`src/rtl/bp_pkg.sv`:
```
package bp_pkg;

    typedef enum logic [1:0] {
        CTR_STRONG_NT = 2'b00,
        CTR_WEAK_NT   = 2'b01,
        CTR_WEAK_T    = 2'b10,
        CTR_STRONG_T  = 2'b11
    } ctr_e;

    localparam logic [1:0] CTR_RESET = CTR_WEAK_NT;

    // one saturating step toward the observed outcome
    function automatic logic [1:0] ctr_step(input logic [1:0] cur, input logic taken);
        logic [1:0] nxt;
        nxt = cur;
        if (taken) begin
            if (cur != CTR_STRONG_T) nxt = cur + 2'd1;
        end else begin
            if (cur != CTR_STRONG_NT) nxt = cur - 2'd1;
        end
        return nxt;
    endfunction

endpackage

```
`src/rtl/bp_pc_split.sv`:
```
module bp_pc_split #(
    parameter int PC_W    = 32,
    parameter int IDX_W   = 4,
    parameter int ALIGN_W = 2,
    localparam int TAG_W  = PC_W - IDX_W - ALIGN_W
) (
    input  logic [PC_W-1:0]  pc,
    output logic [IDX_W-1:0] idx,
    output logic [TAG_W-1:0] tag
);
    always_comb begin
        idx = pc[ALIGN_W +: IDX_W];
        tag = pc[PC_W-1 -: TAG_W];
    end
endmodule

```
`src/rtl/bp_dir_table.sv`:
```
module bp_dir_table
    import bp_pkg::*;
#(
    parameter int DEPTH = 16,
    localparam int IDX_W = $clog2(DEPTH)
) (
    input  logic             clk,
    input  logic             rst_n,
    input  logic [IDX_W-1:0] rd_idx,
    output logic             rd_taken,
    input  logic             wr_en,
    input  logic [IDX_W-1:0] wr_idx,
    input  logic             wr_taken
);
    typedef struct packed {
        logic [DEPTH-1:0][1:0] ctr;
    } dir_state_t;

    dir_state_t st_d, st_q;

    always_comb begin
        st_d = st_q;
        if (wr_en) begin
            st_d.ctr[wr_idx] = ctr_step(st_q.ctr[wr_idx], wr_taken);
        end
    end

    always_ff @(posedge clk or negedge rst_n) begin
        if (!rst_n) begin
            st_q.ctr <= {DEPTH{CTR_RESET}};
        end else begin
            st_q <= st_d;
        end
    end

    always_comb begin
        rd_taken = st_q.ctr[rd_idx][1];
    end

    for (genvar g = 0; g < DEPTH; g++) begin : g_chk
        p_step_up_r3: assert property (@(posedge clk) disable iff (!rst_n)
            (wr_en && wr_idx == IDX_W'(g) && wr_taken && st_q.ctr[g] != 2'b11)
            |=> st_q.ctr[g] == $past(st_q.ctr[g]) + 2'd1);
        p_hold_top_r3: assert property (@(posedge clk) disable iff (!rst_n)
            (wr_en && wr_idx == IDX_W'(g) && wr_taken && st_q.ctr[g] == 2'b11)
            |=> st_q.ctr[g] == 2'b11);
        p_step_dn_r4: assert property (@(posedge clk) disable iff (!rst_n)
            (wr_en && wr_idx == IDX_W'(g) && !wr_taken && st_q.ctr[g] != 2'b00)
            |=> st_q.ctr[g] == $past(st_q.ctr[g]) - 2'd1);
        p_hold_bot_r4: assert property (@(posedge clk) disable iff (!rst_n)
            (wr_en && wr_idx == IDX_W'(g) && !wr_taken && st_q.ctr[g] == 2'b00)
            |=> st_q.ctr[g] == 2'b00);
        p_idle_slot_r10: assert property (@(posedge clk) disable iff (!rst_n)
            !(wr_en && wr_idx == IDX_W'(g)) |=> $stable(st_q.ctr[g]));
    end
endmodule

```
`src/rtl/bp_target_cache.sv`:
```
module bp_target_cache #(
    parameter int DEPTH = 16,
    parameter int TAG_W = 26,
    parameter int PC_W  = 32,
    localparam int IDX_W = $clog2(DEPTH)
) (
    input  logic             clk,
    input  logic             rst_n,
    input  logic [IDX_W-1:0] rd_idx,
    input  logic [TAG_W-1:0] rd_tag,
    output logic             rd_hit,
    output logic [PC_W-1:0]  rd_target,
    input  logic             wr_en,
    input  logic [IDX_W-1:0] wr_idx,
    input  logic [TAG_W-1:0] wr_tag,
    input  logic [PC_W-1:0]  wr_target
);
    typedef struct packed {
        logic [DEPTH-1:0]            vld;
        logic [DEPTH-1:0][TAG_W-1:0] tag;
        logic [DEPTH-1:0][PC_W-1:0]  tgt;
    } btc_state_t;

    btc_state_t st_d, st_q;

    always_comb begin
        st_d = st_q;
        if (wr_en) begin
            st_d.vld[wr_idx] = 1'b1;
            st_d.tag[wr_idx] = wr_tag;
            st_d.tgt[wr_idx] = wr_target;
        end
    end

    always_ff @(posedge clk or negedge rst_n) begin
        if (!rst_n) begin
            st_q <= '0;
        end else begin
            st_q <= st_d;
        end
    end

    always_comb begin
        rd_hit    = st_q.vld[rd_idx] && (st_q.tag[rd_idx] == rd_tag);
        rd_target = st_q.tgt[rd_idx];
    end

    p_fill_r6: assert property (@(posedge clk) disable iff (!rst_n)
        wr_en |=> st_q.vld[$past(wr_idx)] && st_q.tag[$past(wr_idx)] == $past(wr_tag)
                  && st_q.tgt[$past(wr_idx)] == $past(wr_target));
    p_quiet_r8: assert property (@(posedge clk) disable iff (!rst_n)
        !wr_en |=> $stable(st_q));
endmodule

```
`src/rtl/bp_predictor.sv`:
```
module bp_predictor #(
    parameter int PC_W    = 32,
    parameter int DEPTH   = 16,
    parameter int ALIGN_W = 2,
    localparam int IDX_W  = $clog2(DEPTH),
    localparam int TAG_W  = PC_W - IDX_W - ALIGN_W
) (
    input  logic            clk,
    input  logic            rst_n,
    input  logic [PC_W-1:0] fetch_pc,
    output logic            pred_taken,
    output logic            tgt_hit,
    output logic [PC_W-1:0] pred_target,
    input  logic            upd_valid,
    input  logic [PC_W-1:0] upd_pc,
    input  logic            upd_taken,
    input  logic [PC_W-1:0] upd_target
);
    localparam logic [PC_W-1:0] STEP = PC_W'(1) << ALIGN_W;

    logic [IDX_W-1:0] f_idx, u_idx;
    logic [TAG_W-1:0] f_tag, u_tag;
    logic [PC_W-1:0]  cache_tgt;
    logic             cache_wr;

    bp_pc_split #(.PC_W(PC_W), .IDX_W(IDX_W), .ALIGN_W(ALIGN_W)) u_split_fetch (
        .pc(fetch_pc), .idx(f_idx), .tag(f_tag)
    );
    bp_pc_split #(.PC_W(PC_W), .IDX_W(IDX_W), .ALIGN_W(ALIGN_W)) u_split_upd (
        .pc(upd_pc), .idx(u_idx), .tag(u_tag)
    );

    bp_dir_table #(.DEPTH(DEPTH)) u_dir (
        .clk(clk), .rst_n(rst_n),
        .rd_idx(f_idx), .rd_taken(pred_taken),
        .wr_en(upd_valid), .wr_idx(u_idx), .wr_taken(upd_taken)
    );

    always_comb cache_wr = upd_valid && upd_taken;

    bp_target_cache #(.DEPTH(DEPTH), .TAG_W(TAG_W), .PC_W(PC_W)) u_btc (
        .clk(clk), .rst_n(rst_n),
        .rd_idx(f_idx), .rd_tag(f_tag), .rd_hit(tgt_hit), .rd_target(cache_tgt),
        .wr_en(cache_wr), .wr_idx(u_idx), .wr_tag(u_tag), .wr_target(upd_target)
    );

    always_comb begin
        pred_target = (pred_taken && tgt_hit) ? cache_tgt : fetch_pc + STEP;
    end

    p_cold_start_r1: assert property (@(posedge clk) disable iff (!rst_n)
        $rose(rst_n) |-> !pred_taken && !tgt_hit);
    p_stable_lookup_r12: assert property (@(posedge clk) disable iff (!rst_n)
        (!upd_valid && $stable(fetch_pc)) |=> $stable(pred_target) || $changed(fetch_pc));
endmodule

```
`config.mk`:
```
export PLATFORM = sky130hd
export DESIGN_NAME = bp_predictor
export DESIGN_NICKNAME = d
export VERILOG_FILES = /design/src/rtl/bp_pkg.sv /design/src/rtl/bp_pc_split.sv /design/src/rtl/bp_dir_table.sv /design/src/rtl/bp_target_cache.sv /design/src/rtl/bp_predictor.sv
export SDC_FILE = /design/constraint.sdc
export NUM_CORES = 2
export LEC_CHECK = 0
export ABC_AREA = 1
export ABC_CLOCK_PERIOD_IN_PS = 6300
export BUFFER_PORTS_ARGS = -buffer_cell sky130_fd_sc_hd__buf_2
export CORE_MARGIN = 1
export CORE_UTILIZATION = 63
export CTS_CLUSTER_DIAMETER = 200
export DETAILED_ROUTE_END_ITERATION = 12
export GPL_TIMING_DRIVEN = 0
export PLACE_DENSITY = 0.8
export SLEW_MARGIN = 40
export SYNTH_ARGS = -nofsm -noshare
export SYNTH_HDL_FRONTEND = slang
export SYNTH_SLANG_ARGS = --single-unit
```
`constraint.sdc`:
```
create_clock -name clk -period 6.3 [get_ports clk]
set_clock_uncertainty 0.1 [all_clocks]
set_input_delay 1.89 -clock clk [delete_from_list [all_inputs] [get_ports clk]]
set_output_delay 1.89 -clock clk [all_outputs]
set_load 0.02 [all_outputs]
```
==> results.py <==
metrics = {
    "synth": {
        "synth_common_cells": "1817 x nand2_1, 1284 x o21ai_0, 960 x dfrtp_1, 415 x nor2_1, 349 x clkbuf_1",
        "synthTopCellsByArea": "dfrtp_1 53%, nand2_1 15%, o21ai_0 14%",
        "synth_seq_cells": 976,
        "synth_top_cell_area_share": 0.5257,
        "synth.avg_cell_area_um2": 7.850,
        "synth.largest_area_cell": "dfrtp_1",
        "synth_ff_type": "dfrtp_1",
        "syn_inst": 5821,
        "yosys_warnings": 0,
        "synth_edf_count": 0,
        "syn_area_mm2": 0.04570,
        "synth_nets": 5922,
        "synth.most_common_cell": "nand2_1",
        "synth_cell_types": 36,
        "synth_seq_area_share": 0.5349,
        "async_flop_share": 1.000,
    },
    "cts": {
        "cts_num_sinks": 976,
        "cts-root-buf": "clkbuf_16",
        "cts_buffers": 100,
        "cts_buffer_depth": 3,
        "cts_tree": "done",
        "h-tree-depth": 3,
        "clk_pin_slew_ns": 0.06,
        "clk_latency_ns": 0.71,
    },
    "die": {
        "die_w_um": 271.3,
        "initial_core_util": 0.6381,
        "io-pin-count": 134,
        "die-area_mm2": 0.07361,
        "die_h_um": 271.3,
        "row_count": 98,
        "core_area_mm2": 0.07161,
    },
    "worst_setup_path": {
        "cp.arrival_ns": 4.70,
        "start_kind": "input pin",
        "worst-path-max-fanout": 7,
        "worstSetupEndpointType": "primary output",
        "crit_type": "in2out",
        "crit_required_ns": 4.31,
    },
    "grt": {
        "grt_pass1_wl_mm": 287.2,
        "grtUsageMet2": 0.7609,
        "antenna_found_initial": 5,
        "first_global_vias": 44569,
        "grt.busiest_layer": "met2",
        "gr-total-overflow": 0,
        "grt_util_met3": 0.1750,
        "grt_util_all_layers": 0.5360,
        "grt_max_degree": 106,
        "met1_usage": 0.6583,
    },
    "routing": {
        "first_iter_violations": 8229,
        "num_vias": 47458,
        "drc": 0,
        "detail-route-antenna-nets": 0,
        "wl_mm": 199.0,
        "first_pass_iters": 10,
        "vias_per_cell": 6.613,
        "avgRoutedWirePerCell_um": 27.73,
    },
    "place": {
        "place_ws_ns": -1.587,
        "port_buffers": 128,
        "place_congestion": 1.053,
        "dp.cells": 6911,
        "dp_hpwl_mm": 134.0,
    },
    "run_status": {
        "violations": "negative setup slack",
        "status": "complete, but fails checks",
    },
    "timing": {
        "layout_min_cycle_time_ns": 6.690,
        "drv_slew": 0,
        "rsz0062_at_grt": "true",
        "fin_crit_sh": 1.062,
        "setup_ws_ns": -0.3901,
        "finalHoldViolations": 0,
        "worst_pin_slew_ns": 0.9796,
        "setup_violations": 33,
        "fmax_mhz": 149.5,
        "relSlewSlack": 0.3469,
    },
    "final_layout": {
        "final_cells": 7176,
        "layout-drive-gt1-share": 0.1376,
        "nets": 6240,
        "syn2layout_area_growth_pct": 21.31,
    },
    "hold_path": {
        "hold_path_class": "reg2reg",
    },
    "pwr": {
        "powerDensity_mw_per_mm2": 319.6,
        "cellLeakagePower_nw": 26.65,
        "ir_worst_vdd_uv": 339.4,
    },
    "run": {
        "cap_violations": 0,
    },
}
-- what timing repair did --
action                     4_1_cts  5_1_grt
buffers inserted                42       19
setup endpoints to repair       34       34
pin swaps                       60       36
gates resized for setup        686      161
cloned                          15        1
hold buffers                     0        0
-- through the flow --
step / hold WS, ns / power [mW] / util / area (um^2) / TNS (ns)
2_1_floorplan: 0.3229 / 9.770 / - / 45700 / 0
3_3_place_gp: 0.3318 / 10.78 / 0.6637 / 47520 / -
3_5_place_dp: 0.3376 / 10.94 / 0.6690 / 47910 / -40.38
4_1_cts: 0.3516 / 17.33 / 0.7627 / 54610 / -1.143
5_1_grt: 0.3777 / 18.25 / 0.7740 / 55420 / -7.139
6_report: 0.3597 / 17.72 / 0.7741 / 55430 / -6.624
-- cells in the final DEF (no fill, tap or decap), drive strengths merged, types with 19 or more instances in the layout --
cell	n
nor2	420
dfrtp	960
inv	345
buf	315
nand3	263
o21ai	1302
nand2	1818
o22ai	84
clkbuf	500
a21oi	19
clkinv	21
o221ai	43
xor2	27
-- worst max-delay path, stage by stage --
cell,delay (ns)
buf_12,0.13
inv_16,0.06
buf_12,0.14
buf_12,0.14
buf_12,0.14
buf_12,0.14
buf_12,0.13
clkbuf_16,0.16
o21ai_4,0.16
o22ai_2,0.10
o211ai_1,0.61
nand3_2,0.38
nand3_4,0.26
nand2_4,0.09
buf_6,0.14
-- metal layers --
| layer | routed length (um) | vias to the layer above |
|---|---|---|
| met1 | 66060 | 22522 |
| li1 | - | 19602 |
| met5 | 33 | - |
| met3 | 28110 | 1175 |
| met2 | 83070 | 4155 |
| met4 | 21710 | 4 |
-- sequential cells by signal, summed over array words and instances, names as in the netlist --
name and cells:
u_btc.st_q 944, u_dir.st_q 32
-- power by group --
part | switching (mW) | leakage (nW) | internal (mW) | total [mW]
Clock | 2.68 | 1.69 | 3.61 | 6.29
Sequential | 0.691 | 12.6 | 7.45 | 8.14
Combinational | 2.13 | 12.4 | 1.15 | 3.29
-- area by class of cell --
class | instances | area (um^2)
Antenna cell | 5 | 12.51
Buffer | 451 | 3216
Clock buffer | 153 | 2992
Clock inverter | 31 | 439.2
Fill cell | 5209 | 16180
Inverter | 345 | 1335
Multi-Input combinational cell | 4048 | 19630
Sequential cell | 976 | 24440
Tap cell | 950 | 1189
Timing Repair Buffer | 217 | 2177
-- kinds of logic after synthesis --
| logic type | after synthesis | share of synthesized area |
|---|---|---|
| simple gates | 2515 | 0.2156 |
| compound gates | 1505 | 0.1749 |
| flops | 976 | 0.5349 |
| buf+inv | 797 | 0.06906 |
| xor+xnor | 27 | 0.005175 |
| fa+ha+maj | 1 | 0.0002738 |
-- worst paths after layout --
kind / slack [ns] / to / cells after the start / startpoint
worst max-delay path: -0.39 / pred_target[6] / 15 / fetch_pc[2]
worst min-delay path: 0.36 / u_btc.st_q[934] / 2 / u_btc.st_q[934]
worst max register to register: 3.92 / u_dir.st_q[5] / 10 / u_dir.st_q[25]
worst min register to register: 0.36 / u_btc.st_q[934] / 2 / u_btc.st_q[934]
max in group asynchronous: 2.81 / u_btc.st_q[100] / 5 / rst_n
min in group asynchronous: 1.04 / u_btc.st_q[757] / 1 / rst_n
Power figures use the tool's default switching activity.
